--- src/rtl/sector_stream_gen.sv ---
module sector_stream_gen #(
  parameter int DATA_LEN = 512,
  parameter int PRE_LEN  = 11,
  parameter int GAP_FF   = 12,
  parameter int GAP_ZA   = 10,
  parameter int GAP_ZB   = 5,
  parameter int TAIL_Z   = 3,
  parameter int TAIL_FF  = 17
) (
  input  logic       clk,
  input  logic       rst_n,
  input  logic       start_i,
  input  logic       first_i,
  input  logic [7:0] trk_i,
  input  logic [7:0] hd_i,
  input  logic [7:0] sec_i,
  input  logic [7:0] stat_i,
  input  logic [7:0] in_data,
  input  logic       in_valid,
  output logic       in_ready,
  output logic [7:0] out_data,
  output logic       out_valid,
  input  logic       out_ready,
  output logic       busy,
  output logic       done
);
  localparam int MAXL = (DATA_LEN > 32) ? DATA_LEN : 32;
  localparam int CW   = $clog2(MAXL);

  typedef enum logic [3:0] {
    S_PRE, S_MK, S_GFF, S_GZ, S_AM, S_ID, S_CRC, S_Z5, S_DM, S_DAT, S_TZ, S_TF
  } seg_t;

  seg_t          seg;
  logic [CW-1:0] cnt;
  logic [31:0]   id_q;
  logic [15:0]   crc;
  logic          acc, last;

  function automatic logic [CW-1:0] seg_last(input seg_t s);
    case (s)
      S_PRE:                   seg_last = CW'(PRE_LEN - 1);
      S_MK, S_AM, S_CRC, S_DM: seg_last = CW'(1);
      S_GFF:                   seg_last = CW'(GAP_FF - 1);
      S_GZ:                    seg_last = CW'(GAP_ZA - 1);
      S_ID:                    seg_last = CW'(3);
      S_Z5:                    seg_last = CW'(GAP_ZB - 1);
      S_DAT:                   seg_last = CW'(DATA_LEN - 1);
      S_TZ:                    seg_last = CW'(TAIL_Z - 1);
      default:                 seg_last = CW'(TAIL_FF - 1);
    endcase
  endfunction

  function automatic logic [15:0] crc16(input logic [31:0] bits);
    logic [15:0] c;
    c = 16'hFFFF;
    for (int i = 31; i >= 0; i--)
      c = {c[14:0], 1'b0} ^ ((c[15] ^ bits[i]) ? 16'h1021 : 16'h0000);
    return c;
  endfunction

  assign crc       = crc16(id_q);
  assign last      = (cnt == seg_last(seg));
  assign out_valid = busy && (seg != S_DAT || in_valid);
  assign in_ready  = busy && seg == S_DAT && out_ready;
  assign acc       = out_valid && out_ready;

  always_comb begin
    case (seg)
      S_MK:         out_data = (cnt == '0) ? 8'hA1 : 8'hFC;
      S_GFF, S_TF:  out_data = 8'hFF;
      S_AM, S_DM:   out_data = (cnt == '0) ? 8'h5E : 8'hA1;
      S_ID:         out_data = id_q[8'(31 - 8 * cnt[1:0]) -: 8];
      S_CRC:        out_data = (cnt == '0) ? crc[15:8] : crc[7:0];
      S_DAT:        out_data = in_data;
      default:      out_data = 8'h00;
    endcase
  end

  always_ff @(posedge clk) begin
    if (!rst_n) begin
      busy <= 1'b0;
      done <= 1'b0;
      seg  <= S_PRE;
      cnt  <= '0;
      id_q <= '0;
    end else begin
      done <= 1'b0;
      if (!busy) begin
        if (start_i) begin
          busy <= 1'b1;
          seg  <= first_i ? S_PRE : S_GFF;
          cnt  <= '0;
          id_q <= {trk_i, hd_i, sec_i, stat_i};
        end
      end else if (acc) begin
        if (!last) begin
          cnt <= cnt + 1'b1;
        end else begin
          cnt <= '0;
          if (seg == S_TF) begin
            busy <= 1'b0;
            done <= 1'b1;
          end else begin
            seg <= seg_t'(seg + 4'd1);
          end
        end
      end
    end
  end


  hold_byte_chk: assert property (@(posedge clk) disable iff (!rst_n)
    out_valid && !out_ready && seg != S_DAT |=> out_valid && $stable(out_data));

  done_single_chk: assert property (@(posedge clk) disable iff (!rst_n)
    done |=> !done);

  done_idle_chk: assert property (@(posedge clk) disable iff (!rst_n)
    done |-> !busy && $past(busy));

  stall_hold_chk: assert property (@(posedge clk) disable iff (!rst_n)
    busy && seg == S_DAT && !in_valid |=> seg == S_DAT && cnt == $past(cnt));

  pass_thru_chk: assert property (@(posedge clk) disable iff (!rst_n)
    in_ready && in_valid |-> acc && out_data == in_data);

  start_ignored_chk: assert property (@(posedge clk) disable iff (!rst_n)
    busy && start_i |=> $stable(id_q));
endmodule

--- config.mk ---
export PLATFORM = sky130hd
export DESIGN_NAME = sector_stream_gen
export DESIGN_NICKNAME = d
export VERILOG_FILES = /design/src/rtl/sector_stream_gen.sv
export SDC_FILE = /design/constraint.sdc
export NUM_CORES = 1
export LEC_CHECK = 0
export BUFFER_PORTS_ARGS = -buffer_cell sky130_fd_sc_hd__buf_2
export CAP_MARGIN = 20
export CORE_ASPECT_RATIO = 1.2
export CORE_MARGIN = 5
export CORE_UTILIZATION = 62
export CTS_BUF_LIST = sky130_fd_sc_hd__clkbuf_8 sky130_fd_sc_hd__clkbuf_16
export CTS_CLUSTER_DIAMETER = 100
export CTS_CLUSTER_SIZE = 16
export DETAILED_ROUTE_END_ITERATION = 7
export GPL_TIMING_DRIVEN = 0
export PLACE_DENSITY = 0.83
export SKIP_LAST_GASP = 1
export SYNTH_ARGS = -nofsm -noshare
export SYNTH_HDL_FRONTEND = slang
export SYNTH_SLANG_ARGS = --single-unit
--- constraint.sdc ---
create_clock -name clk -period 7.3 [get_ports clk]
set_input_delay 0.73 -clock clk [delete_from_list [all_inputs] [get_ports clk]]
set_output_delay 0.73 -clock clk [all_outputs]
set_load 0.02 [all_outputs]
# ---- Word level (Yosys, flattened, before mapping)
# Memories as Yosys holds them, arrays and structs flattened. A register that Yosys moved wholly into a read port is not among the register bits.
# Index checks and enable logic that the tools add are counted.
dict set report totals {
  rom_bits 144
  output_inout_bits 12
  register_bits 47
  n_memories 1
  in_bits 46
  elab_cells 154
}
# memory depth width read_ports rd_clocked_by_memory_dff wr line
set mem_list {}
lappend mem_list {{(name not given)} 16 9 1 1 0 41} ;# case (s)
dict set report op_classes {
  n_reduce_logical 13
  add_sub_neg 3
  muxes 54
  shift 1
  n_bitwise 64
  eq_ne 13
}
# cell count
set op_table {}
lappend op_table {{$xor A16 B13 Y16} 31}
lappend op_table {{$mux W13} 32}
lappend op_table {{$pmux W8 S6} 1}
lappend op_table {{$shiftx A39 B9 Y8} 1}
lappend op_table {{$mux W9} 4}
lappend op_table {{$xor A1 B1 Y1} 31}
lappend op_table {{$mux W4} 7}
lappend op_table {{$mux W8} 2}
lappend op_table {{$not A12 Y15} 1}
lappend op_table {{$eq A4 B3 Y1 const B} 3}
lappend op_table {{$eq A4 B4 Y1 const B} 3}
lappend op_table {{$add A9 B1 Y9 const B} 1}
lappend op_table {{$eq A9 B9 Y1} 1}
lappend op_table {{$logic_not A9 Y1} 1}
lappend op_table {{$reduce_and A4 Y1} 2}
lappend op_table {{$mux W7} 1}
lappend op_table {{$mux W1} 6}
lappend op_table {{$sub A5 B5 Y6 const A} 1}
lappend op_table {{$add A4 B1 Y4 const B} 1}
lappend op_table {{$eq A4 B1 Y1 const B} 1}
lappend op_table {{$eq A4 B2 Y1 const B} 1}
lappend op_table {{$logic_and A1 B1 Y1} 4}
lappend op_table {{$ne A2 B1 Y1 const B} 2}
lappend op_table {{$ne A4 B4 Y1 const B} 1}
lappend op_table {{other kinds (7)} 9}

# ---- Longest topological paths before layout
# Gate-level depths: netlist of the first run.
dict set report depth {
  word_depth 97
  depth_mapped 13
  depth_no_buf 12
}

# ---- Worst setup path after synthesis of the first run
# Ideal clock, no wire load.
dict set report synth_timing {
  kind {reg-to-output}
  startpoint {register id_q[22]}
  endpoint {output out_data[7]}
  setup_slack_ns 3.859
  arrival_time_ns 2.711
  stages_incl_launch_ff 7
  path_cell_list {dfxtp_1 > xnor3_2 > xor2_2 > xnor3_2 > xnor2_4 > xnor3_1 > o31ai_1}
}
dict set report synth_via {
  elab_chain_cells 37
}
# item line
set synth_rtl {}
lappend synth_rtl {{start, declared} 36} ;# logic [31:0] id_q;
lappend synth_rtl {{start signal, assigned} 94} ;# id_q <= {trk_i, hd_i, sec_i, stat_i};
lappend synth_rtl {{$xor A1 B1 Y1} 58} ;# c = {c[14:0], 1'b0} ^ ((c[15] ^ bits[i]) ? 16'h1021 : 16'h0000);
lappend synth_rtl {{$mux W13} 58}
lappend synth_rtl {{$xor A16 B13 Y16 (4 in a row)} 58}
lappend synth_rtl {{$xor A1 B1 Y1} 58}
lappend synth_rtl {{$mux W13} 58}
lappend synth_rtl {{$xor A16 B13 Y16 (4 in a row)} 58}
lappend synth_rtl {{$xor A1 B1 Y1} 58}
lappend synth_rtl {{$mux W13} 58}
lappend synth_rtl {{(+10 left out)} --}
lappend synth_rtl {{$xor A1 B1 Y1} 58}
lappend synth_rtl {{$mux W13} 58}
lappend synth_rtl {{$xor A16 B13 Y16 (4 in a row)} 58}
lappend synth_rtl {{$xor A1 B1 Y1} 58}
lappend synth_rtl {{$mux W13} 58}
lappend synth_rtl {{$xor A16 B13 Y16 (3 in a row)} 58}
lappend synth_rtl {{$mux W8} 74} ;# S_CRC: out_data = (cnt == '0) ? crc[15:8] : crc[7:0];
lappend synth_rtl {{$pmux W8 S6 (*)} 69} ;# case (seg)
lappend synth_rtl {{end, declared} 21} ;# output logic [7:0] out_data,
# Mark *: on every way between the ends. The rest lies on a longest branch, timed or not.

# ---- Worst setup path after layout of the first run
dict set report layout_timing {
  startpoint {register cnt[1]}
  endpoint {output out_data[3]}
}
dict set report layout_via {
  elab_chain_cells 3
}
# item line
set layout_rtl {}
lappend layout_rtl {{start, declared} 35} ;# logic [CW-1:0] cnt;
lappend layout_rtl {{start signal, assigned} 98} ;# cnt <= cnt + 1'b1;
lappend layout_rtl {{$sub A5 B5 Y6 / $logic_not A9 Y1 (equally long branches)} --}
lappend layout_rtl {{$shiftx A39 B9 Y8, or another cell as far along} 73} ;# S_ID: out_data = id_q[8'(31 - 8 * cnt[1:0]) -: 8];
lappend layout_rtl {{$pmux W8 S6 (*)} 69}
# Marks and branches as above.

==> results.tsv, run 1 <==
stage	metric	value	unit
cts	holdBufCountCts	0	
timing	finClkSkew	0.0180	ns
floorplan	die_y	93.6	µm
route	totalWireLength	8.69	mm
cts	clk_latency	0.32	ns
cells_and_area	final_area	0.00408	mm²
logic_synthesis	synth_top_area_cell	dfxtp_1	
grt	globalRouteTotalUtil	23.9	%
logic_synthesis	synth_edf_count	0	
cells_and_area	area_delta_synth_final	13.2	%
logic_synthesis	yosysMostFrequentCell	dfxtp_1	
critical_path	slowest_stage	nor4b_1	
logic_synthesis	yosysWarnings	0	
critical_path	critPathRequiredTime	6.57	ns
timing	rsz0062_at_grt	no	
critical_path	crit_path_max_incr_delay	0.66	ns
logic_synthesis	synth_top_area_share	29.4	%
floorplan	fp-row-count	30	
logic_synthesis	synth.area.top_cells	dfxtp_1 29%, xnor2_1 13%, a22o_1 8.7%	
logic_synthesis	seq_area_frac_synth	29.4	%
cells_and_area	drive_gt1_share	21.2	%
logic_synthesis	ys.flop_type	dfxtp_1	
floorplan	coreArea	0.00567	mm²
placed_design	io_buffers	57	
timing	slew_viol_final	0	
cells_and_area	regArea	0.00106	mm²
route	final_antenna_net_count	0	
logic_synthesis	ys_types	53	
cells_and_area	nNetsFinal	485	
logic_synthesis	avgSynthCellArea	9.86	µm²
grt	grt_antenna_before_repair	0	
route	drc	0	
logic_synthesis	async_reset_ff_share	0	%
logic_synthesis	syn_nets	421	
critical_path	path_max_fanout	10	
timing	period_share	56.9	%
critical_path	timing.critical_path.mode_cell	buf_2	
flow_run	maxCapViolCount	0	
placed_design	pre_cts_slack	3.53	ns
logic_synthesis	synth_area	0.00361	mm²
cts	cts_resized	0	
cells_and_area	nFillCells	408	
cts	htree_levels	2	
timing	fin_crit	4.15	ns
logic_synthesis	yosys.area_share.simple	11.3	%
pwr	ir_drop	0.000144	V
logic_synthesis	synthAdderAreaFrac	3.12	%
grt	grt_max_degree	16	
critical_path	critical_path.top_delay_family	buffers and inverters	
timing	tns	0	ns
timing	hold_viol_final	0	
route	drt_iter0_markers	197	
placed_design	place.gp.congestion	0.928	
route	vias_per_cell	5.83	
critical_path	path_buf_inv	4	
floorplan	dieWidth	79.6	µm
status	status	complete, no violations	
pwr	finalPower	956	µW
cts	max-clock-path-buffers	2	
route	wl_per_cell	17.0	µm
route	drt_pass1_iterations	4	
logic_synthesis	synth.mux.area_fraction	5.72	%
grt	grt_overflow	0	
cts	postCtsSetupBuffers	0	
critical_path	crit_chain	buf_1 -> inv_1 -> ha_1 -> nor4b_1 -> nand2_1 -> buf_2 -> o32ai_1 -> a221oi_1 -> o21ai_0 -> buf_2	
timing	max_freq	241	MHz
critical_path	end_kind	primary output	
pwr	power.density	234	mW/mm²
pwr	cellLeakagePower	0.00172	µW
cells_and_area	multi_input_area	0.00242	mm²
logic_synthesis	synth-xor-area-share	28.8	%
logic_synthesis	synth-seq-cells	53	
timing	tightestPinTransition	0.807	ns
cells_and_area	antenna_cells	0	
floorplan	dieArea	0.00745	mm²
timing	setup_slack	3.15	ns
critical_path	cp-start-kind	flop	
floorplan	initial_core_util	63.6	%
placed_design	dp_hpwl	6.86	mm
worst_hold_path	hp-class	flop to flop	
floorplan	ioPinCount	58	
timing	setup_viol	0	
cts	cts_tree	built	
logic_synthesis	synth_compound_area_share	18.2	%
critical_path	crit_arrival	3.42	ns
cts	clk_pin_slew	0.10	ns
cts	cts_buffers	5	
grt	grt_pass1_wl	14.1	mm
cts	cts_sinks	53	
critical_path	critPathKind	flop to primary output	
route	vias	2973	
timing	slew_headroom	45.5	%
cts	cts-root-buf	clkbuf_8	
grt	first_global_vias	2908	
logic_synthesis	synth_common_cells	53 x dfxtp_1, 52 x xnor2_1, 36 x a22o_1	
logic_synthesis	synth_top_family_by_area	XOR/XNOR gates	
logic_synthesis	synthCells	366	
placed_design	post_dp_cell_area	0.00399	mm²
layer usage:
metal  wire length, µm  track usage [%]
met5                 0                0
met4               131             7.45
met3               528             3.66
met2              4210             40.1
met1              3810             31.5
layout by cell type (no fill, tap or decap), types with 8 or more instances in the layout:
cell and count:
buf_2 60, nand2_1 32, a22o_1 36, xor2_1 21, nand3_1 8, clkbuf_1 14, o21ai_0 14, xnor2_1 52
nor2_1 17, ha_1 9, a21oi_1 9, dfxtp_1 53, inv_1 11
tightest hold or removal path, cell delays in order (launching register included):
cell and delay (ns):
dfxtp_1 0.38, nand2_1 0.08, nor3_1 0.04
layout make-up:
cell class,instances,area share [%]
Buffer,20,1.93
Clock buffer,6,2.02
Clock inverter,1,0.184
Inverter,12,1.10
Multi-Input combinational cell,281,59.3
Sequential cell,53,26.0
Tap cell,80,2.45
Timing Repair Buffer,57,6.99
per-stage QoR:
stage / util [%] / instances / hold slack, ns
finish: 72.0 / 510 / 0.526
global route: 72.0 / 510 / 0.550
CTS: 72.0 / 510 / 0.528
detailed placement: 70.4 / 503 / 0.505
global placement: 70.4 / 503 / 0.503
floorplan: - / 366 / 0.469
final timing paths:
kind	startpoint	to	slack, ns	cells past startpoint
max	cnt[1]$_SDFFE_PN0P_	out_data[3]	3.15	10
min	busy$_SDFF_PN0_	done$_SDFF_PN0_	0.53	2
max reg2reg	seg[0]$_SDFFE_PN0P_	flop	3.96	11
min reg2reg	busy$_SDFF_PN0_	done$_SDFF_PN0_	0.53	2
kinds of logic (layout without fill, tap and decap cells):
| family | count (synthesis) | after routing |
|---|---|---|
| XOR/XNOR | 90 | 90 |
| AO/OA/AOI/OAI | 87 | 87 |
| AND/OR/NAND/NOR | 85 | 85 |
| flip-flops | 53 | 53 |
| buffers and inverters | 32 | 96 |
| multiplexers | 10 | 10 |
| adder cells (fa/ha/maj) | 9 | 9 |
power breakdown:
group | leakage, µW | switching [µW] | internal (µW)
registers | 0.000433 | 17.9 | 303
logic | 0.00124 | 217 | 244
clock network | 0.0000433 | 97.6 | 75.2
total | 0.00172 | 333 | 623
No activity file was read; power rests on OpenSTA's default activity.
==> run 2: changes to the inputs <==
--- a/config.mk
+++ b/config.mk
@@ -5,17 +5,18 @@
 export SDC_FILE = /design/constraint.sdc
 export NUM_CORES = 1
 export LEC_CHECK = 0
+export ABC_AREA = 1
 export BUFFER_PORTS_ARGS = -buffer_cell sky130_fd_sc_hd__buf_2
 export CAP_MARGIN = 20
 export CORE_ASPECT_RATIO = 1.2
 export CORE_MARGIN = 5
-export CORE_UTILIZATION = 62
+export CORE_UTILIZATION = 53
 export CTS_BUF_LIST = sky130_fd_sc_hd__clkbuf_8 sky130_fd_sc_hd__clkbuf_16
 export CTS_CLUSTER_DIAMETER = 100
 export CTS_CLUSTER_SIZE = 16
 export DETAILED_ROUTE_END_ITERATION = 7
 export GPL_TIMING_DRIVEN = 0
-export PLACE_DENSITY = 0.83
+export PLACE_DENSITY = 0.74
 export SKIP_LAST_GASP = 1
 export SYNTH_ARGS = -nofsm -noshare
 export SYNTH_HDL_FRONTEND = slang
==> constraint.sdc (replaced) <==
create_clock -name clk -period 3.75 [get_ports clk]
set_input_delay 0.375 -clock clk [delete_from_list [all_inputs] [get_ports clk]]
set_output_delay 0.375 -clock clk [all_outputs]
set_load 0.02 [all_outputs]
==> results.tsv, run 2 <==
stage	metric	value	unit
cells_and_area	drive_gt1_share	17.2	%
timing	hold_viol_final	0	
critical_path	crit_chain	buf_2 -> clkinv_1 -> clkbuf_1 -> ha_1 -> nand4_1 -> clkinvlp_4 -> a21o_1 -> a2111oi_0 -> nand2_1 -> buf_2	
timing	setup_viol	0	
logic_synthesis	yosysMostFrequentCell	nand2_1	
cts	postCtsSetupBuffers	0	
critical_path	critPathRequiredTime	3.38	ns
logic_synthesis	synth_edf_count	0	
placed_design	place.gp.congestion	0.958	
timing	period_share	92.2	%
critical_path	critical_path.top_delay_family	buffers and inverters	
logic_synthesis	synth_top_area_cell	dfxtp_1	
cells_and_area	final_area	0.00478	mm²
pwr	finalPower	2370	µW
pwr	swShare	49.2	%
cts	htree_levels	2	
worst_hold_path	hp-class	input port to flop	
route	drt_iter0_markers	350	
timing	fin_crit	3.46	ns
critical_path	end_kind	primary output	
pwr	cellLeakagePower	0.00249	µW
critical_path	crit_arrival	3.08	ns
timing	rsz0062_at_grt	no	
logic_synthesis	seq_area_frac_synth	24.8	%
logic_synthesis	synth_common_cells	195 x nand2_1, 91 x nand3_1, 87 x inv_1	
floorplan	ioPinCount	58	
cells_and_area	nNetsFinal	829	
pwr	ir_drop	0.000367	V
route	totalWireLength	12.7	mm
flow_run	maxCapViolCount	0	
cts	clk_latency	0.33	ns
placed_design	io_buffers	56	
pwr	clockPowerShare	14.2	%
timing	finClkSkew	0.00925	ns
cells_and_area	nFillCells	848	
grt	grt_antenna_before_repair	0	
critical_path	slowest_stage	dfxtp_1	
critical_path	critPathKind	flop to primary output	
cells_and_area	area_delta_synth_final	11.5	%
cts	cts_sinks	53	
logic_synthesis	synth_area	0.00428	mm²
logic_synthesis	async_reset_ff_share	0	%
timing	max_freq	289	MHz
critical_path	timing.critical_path.mode_cell	buf_2	
logic_synthesis	synthCells	711	
grt	grt_overflow	0	
pwr	power.density	496	mW/mm²
pwr	p_sw	1170	µW
status	status	complete, no violations	
pwr	pwr-share-seq	27.3	%
floorplan	dieArea	0.00999	mm²
grt	globalRouteTotalUtil	26.0	%
cells_and_area	finish.utilization	59.6	%
timing	tightestPinTransition	0.575	ns
route	drc	0	
floorplan	dieWidth	92.1	µm
logic_synthesis	yosysWarnings	0	
timing	tns	0	ns
route	final_antenna_net_count	0	
placed_design	post_dp_cell_area	0.00468	mm²
cts	holdBufCountCts	0	
logic_synthesis	avgSynthCellArea	6.02	µm²
timing	slew_viol_final	0	
floorplan	initial_core_util	53.4	%
placed_design	dp_hpwl	10.3	mm
pwr	p_int	1200	µW
logic_synthesis	ys.flop_type	dfxtp_1	
cells_and_area	layout_common_cells	195 x nand2_1, 91 x nand3_1, 87 x inv_1, 59 x a21oi_1, 58 x buf_2	
logic_synthesis	synth.area.top_cells	dfxtp_1 25%, nand2_1 17%, nand3_1 11%	
floorplan	die_y	108	µm
grt	grt_max_degree	18	
route	wl_per_cell	14.6	µm
critical_path	path_max_fanout	10	
critical_path	crit_path_max_incr_delay	0.40	ns
critical_path	path_buf_inv	5	
route	vias_per_cell	5.42	
logic_synthesis	synth_top_area_share	24.8	%
logic_synthesis	ys_types	30	
floorplan	fp-row-count	36	
logic_synthesis	synth-seq-cells	53	
cts	max-clock-path-buffers	2	
cts	cts-root-buf	clkbuf_8	
route	vias	4715	
floorplan	coreArea	0.00802	mm²
logic_synthesis	syn_nets	766	
pwr	comb_power_share	58.4	%
timing	slew_headroom	61.6	%
cts	clk_pin_slew	0.10	ns
cells_and_area	layout_commonest_cell	nand2_1	
grt	grt_pass1_wl	20.8	mm
cts	cts_tree	built	
cts	cts_buffers	5	
grt	first_global_vias	4565	
critical_path	cp-start-kind	flop	
cells_and_area	antenna_cells	0	
route	drt_pass1_iterations	5	
==> run 2: metrics by stage <==
stage	std cells	hold slack, ns	setup slack (ns)
floorplan	711	0.453	1.30
global placement	862	0.478	0.621
CTS	870	0.306	0.304
finish	870	0.314	0.293
detailed placement	862	0.487	0.665
global route	870	0.326	0.0152
==> run 2: worst paths after layout <==
path | startpoint | endpoint | slack [ns] | depth (start not counted)
worst max register to register | busy$_SDFF_PN0_ | flop | 1.26 | 14
worst max-delay path | cnt[0]$_SDFFE_PN0P_ | out_data[0] | 0.29 | 10
worst min register to register | id_q[10]$_SDFFE_PN0P_ | id_q[10]$_SDFFE_PN0P_ | 0.51 | 2
worst min-delay path | hd_i[2] | id_q[18]$_SDFFE_PN0P_ | 0.31 | 3
==> run 2: layout make-up <==
class                      instances  area [µm²]  share of cell area (%)
multi-input combinational        540        2750                    57.7
sequential                        53        1060                    22.2
inverter                         100         379                    7.94
timing repair buffer              56         280                    5.87
tap                               95         119                    2.49
buffer                            18        92.6                    1.94
clock buffer                       5        68.8                    1.44
clock inverter                     3        21.3                   0.445
==> run 2: routing by layer <==
metal | global-route usage, % | vias to the layer above | wire length [µm]
li1 | - | 2423 | -
met1 | 30.4 | 2139 | 5380
met2 | 47.1 | 122 | 6330
met3 | 3.34 | 31 | 513
met4 | 11.9 | 0 | 504
met5 | 0 | - | 0
==> run 2: kinds of logic (layout without fill, tap and decap cells) <==
family	after synthesis	in the layout	share of synthesized area (%)
AND/OR/NAND/NOR	382	382	41.3
AO/OA/AOI/OAI	125	125	15.5
buffers and inverters	118	182	10.9
flip-flops	53	53	24.8
XOR/XNOR	24	24	4.91
adder cells (fa/ha/maj)	9	9	2.63
==> run 2: what timing repair did <==
item | CTS | global route
gates resized for setup | 0 | 1
setup endpoints to repair | 0 | 1
hold endpoints to repair | 0 | 0
==> run 2: power by group through the flow <==
stage / registers, µW / clock network (µW) / logic (µW)
2_1_floorplan: 651 / 0 / 1070
3_3_place_gp: 657 / 0 / 1340
3_5_place_dp: 660 / 0 / 1370
4_1_cts: 646 / 347 / 1370
5_1_grt: 653 / 367 / 1570
6_report: 647 / 337 / 1380
==> run 2: worst reg2reg max path, delay by kind of cell (launching register included) <==
kind / cells / cell delay, ns
adder cells (fa/ha/maj): 1 / 0.30
buffers and inverters: 3 / 0.47
AND/OR/NAND/NOR: 10 / 1.17
flip-flops: 1 / 0.44
